<file path="config.mk">
export PLATFORM = sky130hd
export DESIGN_NAME = ls_agu
export DESIGN_NICKNAME = d
export VERILOG_FILES = /design/src/rtl/ls_agu_pkg.sv /design/src/rtl/ls_rst_sync.sv /design/src/rtl/ls_field_decode.sv /design/src/rtl/ls_offset_gen.sv /design/src/rtl/ls_lane_pick.sv /design/src/rtl/ls_agu.sv
export SDC_FILE = /design/constraint.sdc
export NUM_CORES = 1
export LEC_CHECK = 0
export BUFFER_PORTS_ARGS = -buffer_cell sky130_fd_sc_hd__buf_2
export CORE_MARGIN = 2
export CORE_UTILIZATION = 52
export CTS_CLUSTER_DIAMETER = 150
export DETAILED_ROUTE_END_ITERATION = 6
export GPL_ROUTABILITY_DRIVEN = 0
export PLACE_DENSITY = 0.79
export SLEW_MARGIN = 20
export SYNTH_ARGS = -nofsm -noshare
export SYNTH_HDL_FRONTEND = slang
export SYNTH_HIERARCHICAL = 1
export SYNTH_SLANG_ARGS = --single-unit
</file>
<file path="constraint.sdc">
create_clock -name clk -period 2.35 [get_ports clk]
set_clock_uncertainty 0.1 [all_clocks]
set_input_delay 0.47 -clock clk [delete_from_list [all_inputs] [get_ports clk]]
set_output_delay 0.47 -clock clk [all_outputs]
set_load 0.005 [all_outputs]
</file>
<file path="src/rtl/ls_agu_pkg.sv">
package ls_agu_pkg;

  localparam int INSTR_W = 32;
  localparam int IMM_W   = 12;
  localparam int SHAMT_W = 5;
  localparam int REGIX_W = 4;

  typedef enum logic [1:0] {
    SH_LSL = 2'b00,
    SH_LSR = 2'b01,
    SH_ASR = 2'b10,
    SH_ROR = 2'b11
  } shift_kind_e;

  typedef enum logic [1:0] {
    MODE_OFFSET = 2'b00,
    MODE_PRE    = 2'b01,
    MODE_POST   = 2'b10,
    MODE_BAD    = 2'b11
  } idx_mode_e;

endpackage

</file>
<file path="src/rtl/ls_rst_sync.sv">
module ls_rst_sync (
  input  logic clk,
  input  logic rst_n,
  output logic rst_q_n
);

  logic stage_q;

  always_ff @(posedge clk or negedge rst_n) begin
    if (!rst_n) begin
      stage_q <= 1'b0;
      rst_q_n <= 1'b0;
    end else begin
      stage_q <= 1'b1;
      rst_q_n <= stage_q;
    end
  end

endmodule

</file>
<file path="src/rtl/ls_field_decode.sv">
module ls_field_decode
  import ls_agu_pkg::*;
(
  input  logic [INSTR_W-1:0] instr,
  output logic               reg_ofs,
  output logic               up,
  output logic               byte_acc,
  output logic               load,
  output logic [REGIX_W-1:0] rn,
  output logic [IMM_W-1:0]   imm,
  output logic [SHAMT_W-1:0] shamt,
  output shift_kind_e        sh,
  output idx_mode_e          mode,
  output logic               bad
);

  localparam int FMT_HI = 27;
  localparam int FMT_LO = 26;
  localparam logic [1:0] FMT_MEM = 2'b01;

  logic pre;
  logic wback;
  logic mem_fmt;
  logic unused_bits;

  always_comb begin
    mem_fmt  = (instr[FMT_HI:FMT_LO] == FMT_MEM);
    reg_ofs  = instr[25];
    pre      = instr[24];
    up       = instr[23];
    byte_acc = instr[22];
    wback    = instr[21];
    load     = instr[20];
    rn       = instr[19:16];
    imm      = instr[IMM_W-1:0];
    shamt    = instr[11:7];
    sh       = shift_kind_e'(instr[6:5]);

    unique case ({pre, wback})
      2'b10:   mode = MODE_OFFSET;
      2'b11:   mode = MODE_PRE;
      2'b00:   mode = MODE_POST;
      default: mode = MODE_BAD;
    endcase

    bad = !mem_fmt || (mode == MODE_BAD);
  end

  assign unused_bits = ^{instr[31:28], instr[15:12]};

endmodule

</file>
<file path="src/rtl/ls_offset_gen.sv">
module ls_offset_gen
  import ls_agu_pkg::*;
#(
  parameter int DW = 32
) (
  input  logic               reg_ofs,
  input  logic [IMM_W-1:0]   imm,
  input  logic [SHAMT_W-1:0] shamt,
  input  shift_kind_e        sh,
  input  logic [DW-1:0]      ofs_val,
  output logic [DW-1:0]      ofs
);

  localparam int PAD_W = DW - IMM_W;

  logic [DW-1:0]   shifted;
  logic [2*DW-1:0] rot_dbl;

  always_comb begin
    rot_dbl = {ofs_val, ofs_val} >> shamt;
    unique case (sh)
      SH_LSL:  shifted = ofs_val << shamt;
      SH_LSR:  shifted = ofs_val >> shamt;
      SH_ASR:  shifted = $unsigned($signed(ofs_val) >>> shamt);
      default: shifted = rot_dbl[DW-1:0];
    endcase

    if (reg_ofs) begin
      ofs = shifted;
    end else begin
      ofs = {{PAD_W{1'b0}}, imm};
    end
  end

endmodule

</file>
<file path="src/rtl/ls_lane_pick.sv">
module ls_lane_pick #(
  parameter int DW = 32
) (
  input  logic [DW-1:0]        word,
  input  logic [$clog2(DW/8)-1:0] lane,
  input  logic                 big_end,
  input  logic                 byte_acc,
  input  logic                 load,
  output logic [DW-1:0]        result
);

  localparam int LANES = DW / 8;
  localparam int PAD_W = DW - 8;

  logic [7:0] lane_le [LANES];
  logic [7:0] lane_be [LANES];

  for (genvar g = 0; g < LANES; g++) begin : g_lane
    assign lane_le[g] = word[8*g +: 8];
    assign lane_be[g] = word[DW-8-8*g +: 8];
  end

  always_comb begin
    if (!load) begin
      result = '0;
    end else if (byte_acc) begin
      result = {{PAD_W{1'b0}}, (big_end ? lane_be[lane] : lane_le[lane])};
    end else begin
      result = word;
    end
  end

endmodule

</file>
<file path="src/rtl/ls_agu.sv">
module ls_agu
  import ls_agu_pkg::*;
#(
  parameter int DW = 32
) (
  input  logic               clk,
  input  logic               rst_n,
  input  logic               in_valid,
  input  logic [INSTR_W-1:0] instr,
  input  logic [DW-1:0]      base_val,
  input  logic [DW-1:0]      ofs_val,
  input  logic               big_end,
  input  logic [DW-1:0]      ld_word,
  output logic               out_valid,
  output logic [DW-1:0]      mem_addr,
  output logic               wb_en,
  output logic [REGIX_W-1:0] wb_idx,
  output logic [DW-1:0]      wb_val,
  output logic               is_load,
  output logic               is_byte,
  output logic               illegal,
  output logic [DW-1:0]      ld_result
);

  localparam int LANE_W = $clog2(DW / 8);

  logic rst_q_n;

  logic               d_reg_ofs;
  logic               d_up;
  logic               d_byte;
  logic               d_load;
  logic [REGIX_W-1:0] d_rn;
  logic [IMM_W-1:0]   d_imm;
  logic [SHAMT_W-1:0] d_shamt;
  shift_kind_e        d_sh;
  idx_mode_e          d_mode;
  logic               d_bad;
  logic [DW-1:0]      ofs;

  logic [DW-1:0] sum_n;
  logic [DW-1:0] addr_n;
  logic          wben_n;
  logic          ill_n;

  logic               valid_q;
  logic [DW-1:0]      addr_q;
  logic               wben_q;
  logic [REGIX_W-1:0] idx_q;
  logic [DW-1:0]      wbval_q;
  logic               load_q;
  logic               byte_q;
  logic               ill_q;
  logic               bend_q;

  ls_rst_sync u_rst (
    .clk     (clk),
    .rst_n   (rst_n),
    .rst_q_n (rst_q_n)
  );

  ls_field_decode u_dec (
    .instr    (instr),
    .reg_ofs  (d_reg_ofs),
    .up       (d_up),
    .byte_acc (d_byte),
    .load     (d_load),
    .rn       (d_rn),
    .imm      (d_imm),
    .shamt    (d_shamt),
    .sh       (d_sh),
    .mode     (d_mode),
    .bad      (d_bad)
  );

  ls_offset_gen #(.DW(DW)) u_ofs (
    .reg_ofs (d_reg_ofs),
    .imm     (d_imm),
    .shamt   (d_shamt),
    .sh      (d_sh),
    .ofs_val (ofs_val),
    .ofs     (ofs)
  );

  // next-state
  always_comb begin
    sum_n  = d_up ? (base_val + ofs) : (base_val - ofs);
    addr_n = ((d_mode == MODE_OFFSET) || (d_mode == MODE_PRE)) ? sum_n : base_val;
    wben_n = in_valid && !d_bad && ((d_mode == MODE_PRE) || (d_mode == MODE_POST));
    ill_n  = in_valid && d_bad;
  end

  // registers
  always_ff @(posedge clk or negedge rst_q_n) begin
    if (!rst_q_n) begin
      valid_q <= 1'b0;
      wben_q  <= 1'b0;
      ill_q   <= 1'b0;
      addr_q  <= '0;
      idx_q   <= '0;
      wbval_q <= '0;
      load_q  <= 1'b0;
      byte_q  <= 1'b0;
      bend_q  <= 1'b0;
    end else begin
      valid_q <= in_valid;
      wben_q  <= wben_n;
      ill_q   <= ill_n;
      if (in_valid) begin
        addr_q  <= addr_n;
        idx_q   <= d_rn;
        wbval_q <= sum_n;
        load_q  <= d_load;
        byte_q  <= d_byte;
        bend_q  <= big_end;
      end
    end
  end

  ls_lane_pick #(.DW(DW)) u_lane (
    .word     (ld_word),
    .lane     (addr_q[LANE_W-1:0]),
    .big_end  (bend_q),
    .byte_acc (byte_q),
    .load     (load_q),
    .result   (ld_result)
  );

  assign out_valid = valid_q;
  assign mem_addr  = addr_q;
  assign wb_en     = wben_q;
  assign wb_idx    = idx_q;
  assign wb_val    = wbval_q;
  assign is_load   = load_q;
  assign is_byte   = byte_q;
  assign illegal   = ill_q;

endmodule

</file>
==> results of run 1 <==
[layer usage]
layer	GRT usage	GRT overflow
met3	0.625	1
met1	0.716	9
met5	0.333	1
met2	0.896	72
met4	0.722	48
[cells in the mapped netlist, types with 8 or more instances]
cell | instances | area (sq um)
nand4_1 | 10 | 62.6
inv_1 | 31 | 116
a211oi_1 | 18 | 135
buf_4 | 30 | 225
nand2b_1 | 19 | 119
mux2_2 | 80 | 901
o22ai_1 | 19 | 119
o21ai_0 | 58 | 290
nand3_1 | 38 | 190
dfrtp_1 | 76 | 1900
buf_1 | 11 | 41.3
and2_1 | 31 | 194
ha_1 | 41 | 513
o221ai_1 | 11 | 96.3
a21oi_1 | 106 | 531
xnor2_1 | 22 | 193
buf_2 | 21 | 105
nor2_1 | 141 | 529
xor2_1 | 35 | 307
a221oi_1 | 9 | 78.8
clkbuf_1 | 64 | 240
or3_1 | 8 | 50.1
nand2_1 | 151 | 567
mux2i_1 | 79 | 791
a21o_1 | 16 | 120
mux4_2 | 42 | 946
a31oi_1 | 30 | 188
mux4_1 | 19 | 499
nor3_1 | 34 | 170
o211ai_1 | 12 | 90.1
nor2b_1 | 17 | 106
[cells by family after synthesis]
kind of cell	Yosys count
compound gates	395
xor+xnor	58
fa+ha+maj	42
buf+inv	173
flops	76
mux	220
other cells	1
simple gates	493
[through the flow]
step	utilization	TNS (ns)
floorplan	-	-150.86
detailed placement	0.723	-193.91
CTS	0.784	-144.11
global placement	0.723	-179.32
[timing repair]
item	in CTS
pin swaps	70
endpoints found under the setup margin	72
resized for setup	162
setup buffers	40
gates cloned	4
hold endpoints to repair	2
hold buffers	1
==> impl_metrics.csv, run 1 <==
group,metric,value,unit
synth,yosysSeqAreaShare,0.158,
synth,synth_edf_count,0,
placed_design,dpl_worst_slack,-3.72,ns
synth,synth-xor-area-share,0.0427,
clock_tree,cts_sinks,76,
synth,syn-num-nets,1632,
synth,netlist-cell-type-count,93,
placed_design,io_buffers,228,
die,initial_core_util,0.531,
placed_design,dp_hpwl,40.3,mm
placed_design,placed_area,0.0164,sq mm
clock_tree,h-tree-depth,3,
status,status,"did not finish",
placed_design,place.detailed.instances,2275,
die,die_width,156,um
die,chipHeight,156,um
die,io_pins,237,
synth,avgSynthCellArea,8.27,sq um
status,failed_stage,"5_1_grt",
synth,yosys.area_share.simple,0.195,
global_route,grt_remaining_overflow,131,
synth,synth-compound-area-share,0.223,
synth,synth_top_family_by_area,"multiplexers",
synth,synth.area.mux_share,0.260,
synth,synth_warnings,6,
synth,syn_inst,1458,
status,stop_error,"[ERROR GRT-0232] Routing congestion too high. Check the congestion heatmap in the GUI.",
global_route,grt_max_degree,75,
clock_tree,cts-root-buf,"clkbuf_16",
synth,synthAdderAreaFrac,0.0442,
global_route,grt_usage,0.737,
synth,async_reset_ff_frac,1.00,
synth,netlist_area,0.0121,sq mm
clock_tree,clk_path_buf_depth,2,
synth,synth_seq_cells,76,
clock_tree,cts_buffers,9,
die,num_rows,55,
synth,synth_ff_type,"dfrtp_1",
==> run 2, diff against run 1 <==
CORE_UTILIZATION = 40   (was 52)
CTS_CLUSTER_DIAMETER = default   (was 150)
PLACE_DENSITY = default   (was 0.79)
PLACE_DENSITY_LB_ADDON = 0.15   (was default)
clock period = 3.1 ns   (was 2.35 ns; I/O delays follow)
==> run 2 against run 1 <==
Effect of this change: the flow now finishes, with violations (negative setup slack); area after synthesis did not move; synthesized cell count did not move.
==> impl_metrics.csv, run 2 <==
group,metric,value,unit
die,io_pins,237,
synth,yosysSeqAreaShare,0.158,
setup_path,r2r_end,"mem_addr[0]",
synth,netlist_area,0.0121,sq mm
synth,syn_inst,1458,
die,die_width,178,um
setup_path,arrival,5.59,ns
power,vdd_drop_max,242,uV
sta,setup_viol,62,
final_layout,synthToLayoutAreaGrowth,50.4,%
worst_hold_path,hold_class,"reg -> async",
setup_path,crit_slowest_cell,"or4_4",
run,maxCapViolations,0,
setup_path,critPathCaptureType,"flip-flop",
synth,post-synth-top-area-cell,"dfrtp_1",
global_route,grt_usage,0.317,
synth,synth_edf_count,0,
clock_tree,clk_pin_slew_worst_paths,0.07,ns
setup_path,reg2reg_from,"mem_addr[0]",
route,drcViolationCount,0,
synth,synth_common_cells,"nand2_1, nor2_1, a21oi_1",
final_layout,drive_above_1_share,0.496,
route,first_pass_iters,6,
clock_tree,clk_path_buf_depth,2,
placed_design,dpl_worst_slack,-3.33,ns
setup_path,critPathKind,"in -> reg",
synth,synth_ff_type,"dfrtp_1",
status,violations,"negative setup slack",
final_layout,nFillCells,2663,
final_layout,regArea,0.00191,sq mm
power,p_per_area,395,mW/mm^2
synth,syn-num-nets,1632,
setup_path,required,3.24,ns
sta,layout_setup_ws,-2.36,ns
final_layout,layout.cells.most_common,"buf_4",
clock_tree,clk_latency,0.35,ns
setup_path,path_buf_inv,4,
sta,report.final.hold_viol_count,0,
clock_tree,cts_sinks,76,
setup_path,path_max_fanout,6,
setup_path,slowest_delay,0.58,ns
power,p_leak,0.00846,uW
die,initial_core_util,0.407,
route,final_antenna_net_count,0,
setup_path,crit_family,"simple AND/OR/NAND/NOR gates",
sta,maxSlewHeadroom,0.429,
synth,synth_warnings,6,
setup_path,critPathLaunchType,"input pin",
sta,tightest_slew,0.846,ns
final_layout,diodes,0,
route,viasPerCell,5.89,
die,fp.coreArea,0.0296,sq mm
setup_path,crit_chain,"buf_16, buf_4, mux4_2, and2_4, a211oi_4, a311oi_2, a211oi_2, o2bb2ai_1, or4_4, nor3b_4, buf_4, nand2_4, nor3_2, nor2_1, xor2_1, ha_1, nand4_1, inv_1, a21oi_2, o21ai_1, a21oi_4, o21ai_4, and4b_1, or3_4",
sta,setup_tns,-108.36,ns
global_route,antenna_found_initial,0,
sta,slew_violations,0,
placed_design,io_buffers,228,
synth,synth_top_area_frac,0.158,
synth,synth.most_common_cell,"nand2_1",
setup_path,cpMostUsedCell,"buf_4",
final_layout,layout_common_cells,"buf_4, buf_2, nand2_1",
final_layout,fin_cells,2450,
synth,avgSynthCellArea,8.27,sq um
route,dr_total_vias,14424,
synth,synth_area_leaders,"dfrtp_1, mux4_2, mux2_2",
status,status,"finished with violations",
global_route,grt_pass1_wl,78.0,mm
placed_design,dp_hpwl,40.9,mm
global_route,grt_pass1_vias,13927,
final_layout,fin_nets,2229,
clock_tree,cts_tree,"done",
clock_tree,cts-root-buf,"clkbuf_16",
sta,clock.fmax,183,MHz
synth,netlist-cell-type-count,93,
sta,final.min_clock_period,5.46,ns
global_route,grt_remaining_overflow,0,
clock_tree,h-tree-depth,3,
final_layout,multi_input_area,0.0101,sq mm
global_route,grt_max_degree,78,
route,wl_per_cell,20.9,um
synth,synth_seq_cells,76,
die,die_area,0.0316,sq mm
final_layout,fin_util,0.612,
die,chipHeight,178,um
placed_design,place.detailed.instances,2393,
setup_path,rrSetupSlack,1.86,ns
route,wl,51.2,mm
sta,period_share,1.76,
clock_tree,cts_buffers,9,
synth,async_reset_ff_frac,1.00,
route,drt_iter0_markers,1607,
setup_path,r2r_cells,3,
die,num_rows,63,
sta,rsz0062_at_grt,"yes",
-- run 2: cell counts after synthesis --
No cell type changed its count.
-- run 2: logic make-up (layout without fill, tap and decap cells) --
family                     count (synthesis)  in the layout  share of synthesized area
buffers and inverters                    173            775                     0.0771
DFF                                       76             76                      0.158
other                                      1              1                   0.000311
and+or+nand+nor                          493            493                      0.195
AOI/OAI and AO/OA                        395            395                      0.223
xor gates and xnor gates                  58             58                     0.0427
muxes                                    220            220                      0.260
adders and majority gates                 42             42                     0.0442
-- run 2: stage by stage --
| step | hold WS, ns | area [sq um] | power [uW] |
|---|---|---|---|
| global placement | 0.233 | 16700 | 5530 |
| CTS | 0.250 | 17700 | 6940 |
| floorplan | 0.224 | 12300 | 3700 |
| finish | 0.116 | 18100 | 7160 |
| global route | 0.147 | 18100 | 7590 |
| detailed placement | 0.235 | 16700 | 5580 |
-- run 2: power breakdown --
group	internal, uW	switching (uW)	total (uW)
Combinational	2410	2260	4670
Clock	555	469	1020
Sequential	1280	190	1470
-- run 2: what timing repair did --
action / CTS / global route
endpoints found under the hold margin: 2 / 0
hold buffers: 1 / 0
endpoints found under the setup margin: 62 / 64
gates resized for setup: 134 / 53
setup buffers: 23 / 19
pin swaps: 73 / 37
cloned: 2 / 0
-- run 2: how the worst max path moves through the flow --
stage | depth (start not counted) | slack [ns] | from | to
after floorplan | 26 | -2.50 | instr[7] | mem_addr[29]
after detailed placement | 24 | -3.33 | instr[7] | mem_addr[29]
after CTS | 24 | -2.33 | instr[7] | mem_addr[29]
after global routing | 24 | -2.59 | instr[7] | mem_addr[29]
final | 24 | -2.36 | instr[7] | mem_addr[30]
after global placement | 24 | -3.31 | instr[7] | mem_addr[29]
-- run 2: layout make-up --
class	instances	share of cell area
multi-input combinational	1209	0.558
timing repair buffer	726	0.287
tap	390	0.0269
inverter	33	0.00683
sequential	76	0.105
clock buffer	9	0.0124
clock inverter	7	0.00324
-- run 2: layer usage --
metal,part of all wire,up-vias,track usage
met5,0,-,0
met2,0.45,830,0.500
li1,-,6648,-
met1,0.41,6771,0.420
met3,0.096,175,0.0634
met4,0.047,0,0.134
-- run 2: worst reg2reg max path, stage by stage (launching register included) --
cell and delay [ns]:
dfrtp_2 0.64, buf_4 0.23, nor2_1 0.05, a31oi_1 0.14
No activity file was read; power rests on OpenSTA's default activity.
==> run 3, diff against run 2 <==
RECOVER_POWER = 50   (was default)
==> run 3 against run 2 <==
Effect of this change: the run still ends with negative setup slack left; first-iteration DRC count is 2.1% higher; via count is 0.17% lower; combinational power hardly changed; global-route usage stayed put; sequential power hardly changed; worst hold slack better by 0.12 ns; count of clock-buffer cells in the layout stayed put; worst setup slack worse by 0.0018 ns; die area stayed put; sequential share of layout area hardly changed; fmax hardly changed.
==> impl_metrics.csv, run 3 (same netlist as run 2, synthesis figures left out) <==
group,metric,value,unit
die,io_pins,237,
final_layout,fin_cells,2450,
global_route,antenna_found_initial,0,
status,violations,"negative setup slack",
die,die_width,178,um
route,first_pass_iters,6,
die,chipHeight,178,um
global_route,grt_remaining_overflow,0,
sta,setup_viol,62,
sta,rsz0062_at_grt,"yes",
clock_tree,cts_buffers,9,
placed_design,place.detailed.instances,2393,
route,wl_per_cell,20.9,um
route,dr_total_vias,14400,
global_route,grt_max_degree,78,
placed_design,io_buffers,228,
clock_tree,cts-root-buf,"clkbuf_16",
route,drt_iter0_markers,1640,
route,wl,51.3,mm
sta,report.final.hold_viol_count,0,
setup_path,path_max_fanout,6,
power,p_per_area,395,mW/mm^2
placed_design,dp_hpwl,40.9,mm
clock_tree,cts_sinks,76,
power,power,7150,uW
global_route,grt_pass1_vias,13927,
sta,layout_setup_ws,-2.36,ns
power,p_leak,0.00842,uW
clock_tree,clk_path_buf_depth,2,
final_layout,fin_nets,2229,
clock_tree,cts_tree,"done",
sta,clock.fmax,183,MHz
route,viasPerCell,5.88,
final_layout,synthToLayoutAreaGrowth,50.0,%
sta,maxSlewHeadroom,0.0665,
sta,tightest_slew,1.40,ns
route,drcViolationCount,0,
setup_path,critPathCaptureType,"flip-flop",
power,vdd_drop_max,243,uV
sta,final.min_clock_period,5.46,ns
clock_tree,clk_pin_slew_worst_paths,0.07,ns
clock_tree,clk_latency,0.35,ns
final_layout,layout_common_cells,"buf_4, buf_2, nand2_1",
die,initial_core_util,0.407,
setup_path,arrival,5.60,ns
setup_path,required,3.23,ns
sta,slew_violations,0,
setup_path,critPathKind,"in -> reg",
die,die_area,0.0316,sq mm
run,maxCapViolations,0,
final_layout,diodes,0,
route,final_antenna_net_count,0,
sta,period_share,1.76,
worst_hold_path,hold_class,"reg -> async",
status,status,"finished with violations",
final_layout,layout.cells.most_common,"buf_4",
clock_tree,h-tree-depth,3,
final_layout,drive_above_1_share,0.489,
die,num_rows,63,
final_layout,fin_area,0.0181,sq mm
die,fp.coreArea,0.0296,sq mm
global_route,grt_pass1_wl,78.0,mm
global_route,grt_usage,0.317,
setup_path,critPathLaunchType,"input pin",
placed_design,placed_area,0.0167,sq mm
==> run 3: area by class of cell <==
type | instances | area (sq um)
timing repair buffer | 726 | 5170
clock buffer | 9 | 225
inverter | 33 | 124
tap | 390 | 488
multi-input combinational | 1209 | 10100
fill | 2673 | 11500
clock inverter | 7 | 58.8
sequential | 76 | 1900
==> run 3: worst max-delay path, stage by stage <==
cell and delay [ns]:
buf_16 0.11, mux4_2 0.52, mux2_4 0.31, mux2i_1 0.15
buf_4 0.16, a21oi_2 0.06, a22o_1 0.21, inv_2 0.07
ha_4 0.13, nand2b_4 0.05, or4_4 0.51, nor3b_4 0.31
buf_4 0.18, nand2_4 0.05, nor3_2 0.10, nor2_1 0.06
xor2_1 0.16, ha_1 0.36, nand4_1 0.15, inv_1 0.08
a21oi_2 0.20, o21ai_1 0.15, a21oi_4 0.20, o21ai_4 0.09
and4b_1 0.21, or3_4 0.38
==> run 3: worst paths after layout <==
check | from | end | slack (ns) | cells past startpoint
max in group asynchronous | u_rst/rst_q_n | mem_addr[0] | 0.71 | 1
worst min-delay path | u_rst/rst_q_n | mem_addr[26] | 0.23 | 0
min in group clk | u_rst/stage_q | u_rst/rst_q_n | 0.25 | 0
worst min register to register | u_rst/rst_q_n | mem_addr[26] | 0.23 | 0
worst max register to register | u_rst/rst_q_n | mem_addr[0] | 0.71 | 1
worst max-delay path | instr[7] | mem_addr[30] | -2.36 | 26
==> run 3: per-layer routing <==
layer / GRT usage / wire length (um) / vias to the layer above
met5: 0 / 0 / -
met4: 0.134 / 2370 / 0
met3: 0.0634 / 4870 / 169
met2: 0.500 / 22900 / 801
met1: 0.420 / 21100 / 6792
li1: - / - / 6638
==> run 3: power breakdown <==
| part | leakage, uW | internal (uW) | total [uW] | switching (uW) |
|---|---|---|---|---|
| clock | 0.000138 | 555 | 1020 | 467 |
| combinational | 0.00740 | 2390 | 4660 | 2270 |
| sequential | 0.000882 | 1280 | 1470 | 193 |
==> run 3: stage by stage <==
step | setup WS, ns | utilization | hold WS (ns) | TNS [ns]
2_1_floorplan | -2.50 | - | 0.224 | -112.81
3_3_place_gp | -3.31 | 0.562 | 0.233 | -165.62
3_5_place_dp | -3.33 | 0.562 | 0.235 | -167.15
4_1_cts | -2.33 | 0.598 | 0.250 | -106.75
5_1_grt | -2.59 | 0.610 | 0.265 | -120.02
6_report | -2.36 | 0.610 | 0.232 | -108.48
==> run 3: what timing repair did <==
item                                    in CTS  in global routing
hold buffers                                 1                  0
pin swaps                                   73                 37
buffers inserted                            23                 19
endpoints found under the setup margin      62                 64
gates cloned                                 2                  0
resized for setup                          134                 53
endpoints found under the hold margin        2                  0
==> run 4, diff against run 3 <==
ABC_AREA = 1   (was default)
CTS_CLUSTER_SIZE = 25   (was default)
==> run 4 against run 3 <==
Effect of this change: the flow finishes with violations (design-rule violations, negative setup slack); synthesized cell count is 52% higher; global-route usage grew 1.3 points; highest routed layer unchanged; total power grew 2.9%; fmax rose by 29%.
==> impl_metrics.csv, run 4 <==
group,metric,value,unit
setup_path,critPathCaptureType,"flip-flop",
setup_path,crit_start,"instr[7]",
sta,layout_setup_ws,-1.14,ns
synth,synth_warnings,6,
die,die_area,0.0320,sq mm
setup_path,r2r_cells,1,
sta,whs,0.253,ns
die,initial_core_util,0.403,
global_route,grt_usage,0.330,
setup_path,rrSetupSlack,0.84,ns
synth,synth_seq_cells,76,
sta,period_share,1.37,
die,chipHeight,179,um
clock_tree,clk_pin_slew_worst_paths,0.07,ns
die,num_rows,64,
sta,final.min_clock_period,4.24,ns
status,violations,"design-rule violations, negative setup slack",
synth,synth_area_leaders,"nand2_1, dfrtp_1, nand3_1",
worst_hold_path,hold_class,"reg -> reg",
setup_path,r2r_end,"wb_val[0]",
synth,synth_edf_count,0,
synth,synth_common_cells,"nand2_1, nand3_1, nor2_1",
final_layout,layout.cells.most_common,"nand2_1",
final_layout,layout_common_cells,"nand2_1, buf_4, nand3_1",
sta,tightest_slew,1.32,ns
setup_path,slowest_delay,0.27,ns
die,die_width,179,um
final_layout,fin_cells,3124,
sta,report.final.hold_viol_count,0,
synth,avgSynthCellArea,5.53,sq um
global_route,grt_pass1_wl,83.3,mm
route,drt_iter0_markers,1927,
synth,yosysSeqAreaShare,0.156,
route,final_antenna_net_count,0,
clock_tree,clk_latency,0.35,ns
route,drcViolationCount,2,
placed_design,dp_hpwl,41.9,mm
synth,synth_ff_type,"dfrtp_1",
route,wl_per_cell,18.2,um
route,wl,56.8,mm
synth,async_reset_ff_frac,1.00,
die,fp.coreArea,0.0303,sq mm
setup_path,reg2reg_from,"u_rst/rst_q_n",
synth,syn_inst,2212,
power,vdd_drop_max,237,uV
setup_path,path_max_fanout,8,
synth,syn-num-nets,2386,
global_route,grt_remaining_overflow,0,
setup_path,endpoint,"wb_val[27]",
power,power,7360,uW
setup_path,cpMostUsedCell,"nand2_1",
route,dr_total_vias,17409,
clock_tree,cts-root-buf,"clkbuf_16",
sta,slew_violations,0,
final_layout,fin_area,0.0191,sq mm
synth,synth_top_area_frac,0.259,
global_route,grt_max_degree,75,
clock_tree,cts_sinks,76,
sta,setup_viol,60,
die,io_pins,237,
global_route,grt_pass1_vias,15655,
setup_path,critPathKind,"in -> reg",
power,p_per_area,385,mW/mm^2
placed_design,placed_area,0.0159,sq mm
sta,maxSlewHeadroom,0.120,
synth,netlist-cell-type-count,49,
final_layout,fin_nets,2896,
synth,netlist_area,0.0122,sq mm
final_layout,synthToLayoutAreaGrowth,56.3,%
route,first_pass_iters,7,
run,maxCapViolations,0,
clock_tree,cts_tree,"done",
setup_path,crit_slowest_cell,"ha_4",
synth,post-synth-top-area-cell,"nand2_1",
setup_path,arrival,4.38,ns
clock_tree,h-tree-depth,3,
clock_tree,clk_path_buf_depth,2,
clock_tree,cts_buffers,9,
sta,clock.fmax,236,MHz
placed_design,io_buffers,228,
final_layout,fin_util,0.630,
placed_design,place.detailed.instances,3047,
status,status,"finished with violations",
route,viasPerCell,5.57,
synth,synth.most_common_cell,"nand2_1",
sta,rsz0062_at_grt,"yes",
final_layout,drive_above_1_share,0.423,
setup_path,critPathLaunchType,"input pin",
setup_path,required,3.24,ns
power,p_leak,0.0101,uW
global_route,antenna_found_initial,1,
[run 4: cell count changes in the layout (fill, tap and decap cells not counted), sizes merged, moves of 25 or more]
cell,before,now
inv,34,191
nand2,151,891
nor2,141,214
nand3,38,392
mux2i,79,0
buf,712,613
a21oi,108,70
mux4,61,0
nor3,34,9
and2,32,6
mux2,80,0
[run 4: how the worst min path moves through the flow]
stage,endpoint,cells past startpoint,slack (ns),startpoint
3_3_place_gp,u_rst/rst_q_n,0,0.24,u_rst/stage_q
3_5_place_dp,u_rst/rst_q_n,0,0.25,u_rst/stage_q
4_1_cts,u_rst/rst_q_n,0,0.26,u_rst/stage_q
2_1_floorplan,u_rst/rst_q_n,0,0.22,rst_n
6_report,u_rst/rst_q_n,0,0.25,u_rst/stage_q
5_1_grt,u_rst/rst_q_n,0,0.28,u_rst/stage_q
[run 4: repair_timing]
item | in CTS | in global routing
setup endpoints to repair | 62 | 62
hold endpoints to repair | 2 | 0
cloned | 8 | 3
pin swaps | 85 | 118
gates resized for setup | 252 | 262
hold buffers | 1 | 0
setup buffers | 29 | 18
[run 4: report_power, final]
group	total (uW)	switching [uW]	internal [uW]
Clock	1040	480	557
Sequential	1350	141	1210
Combinational	4970	2820	2150
[run 4: logic make-up (layout without fill, tap and decap cells)]
kind of cell             Yosys count  count (layout)  synth area share
other                              1               2          0.000307
adder cells (fa/ha/maj)           42              42            0.0436
buffers and inverters            319             834             0.127
flip-flops                        76              76             0.156
XOR/XNOR                          41              41            0.0294
AND/OR/NAND/NOR                 1528            1528             0.549
AO/OA/AOI/OAI                    205             205            0.0955
[run 4: cell type report]
class / count / area, sq um
fill: 2722 / 11200
multi-input combinational: 1817 / 11100
timing repair buffer: 628 / 4610
sequential: 76 / 1900
inverter: 188 / 742
tap: 396 / 495
clock buffer: 9 / 225
clock inverter: 7 / 58.8
timing repair inverter: 2 / 17.5
antenna: 1 / 2.50
[run 4: worst max-delay path, delay by kind of cell]
| kind | cells | cell delay [ns] |
|---|---|---|
| compound gates | 5 | 0.64 |
| buf+inv | 5 | 0.49 |
| simple gates | 20 | 2.04 |
| fa+ha+maj | 2 | 0.40 |
| xor+xnor | 1 | 0.19 |
[run 4: stage by stage]
stage	TNS (ns)	worst slack, ns
final	-49.47	-1.14
after global routing	-62.65	-1.41
after CTS	-41.95	-0.970
after detailed placement	-85.00	-1.83
after global placement	-83.12	-1.76
after floorplan	-38.86	-0.894
[run 4: layer usage]
| metal | up-vias | wire (um) | track usage |
|---|---|---|---|
| met5 | - | 0 | 0 |
| met4 | 0 | 3630 | 0.188 |
| met3 | 265 | 5590 | 0.0456 |
| met2 | 1058 | 25300 | 0.522 |
| met1 | 7973 | 22300 | 0.429 |
| li1 | 8113 | - | - |
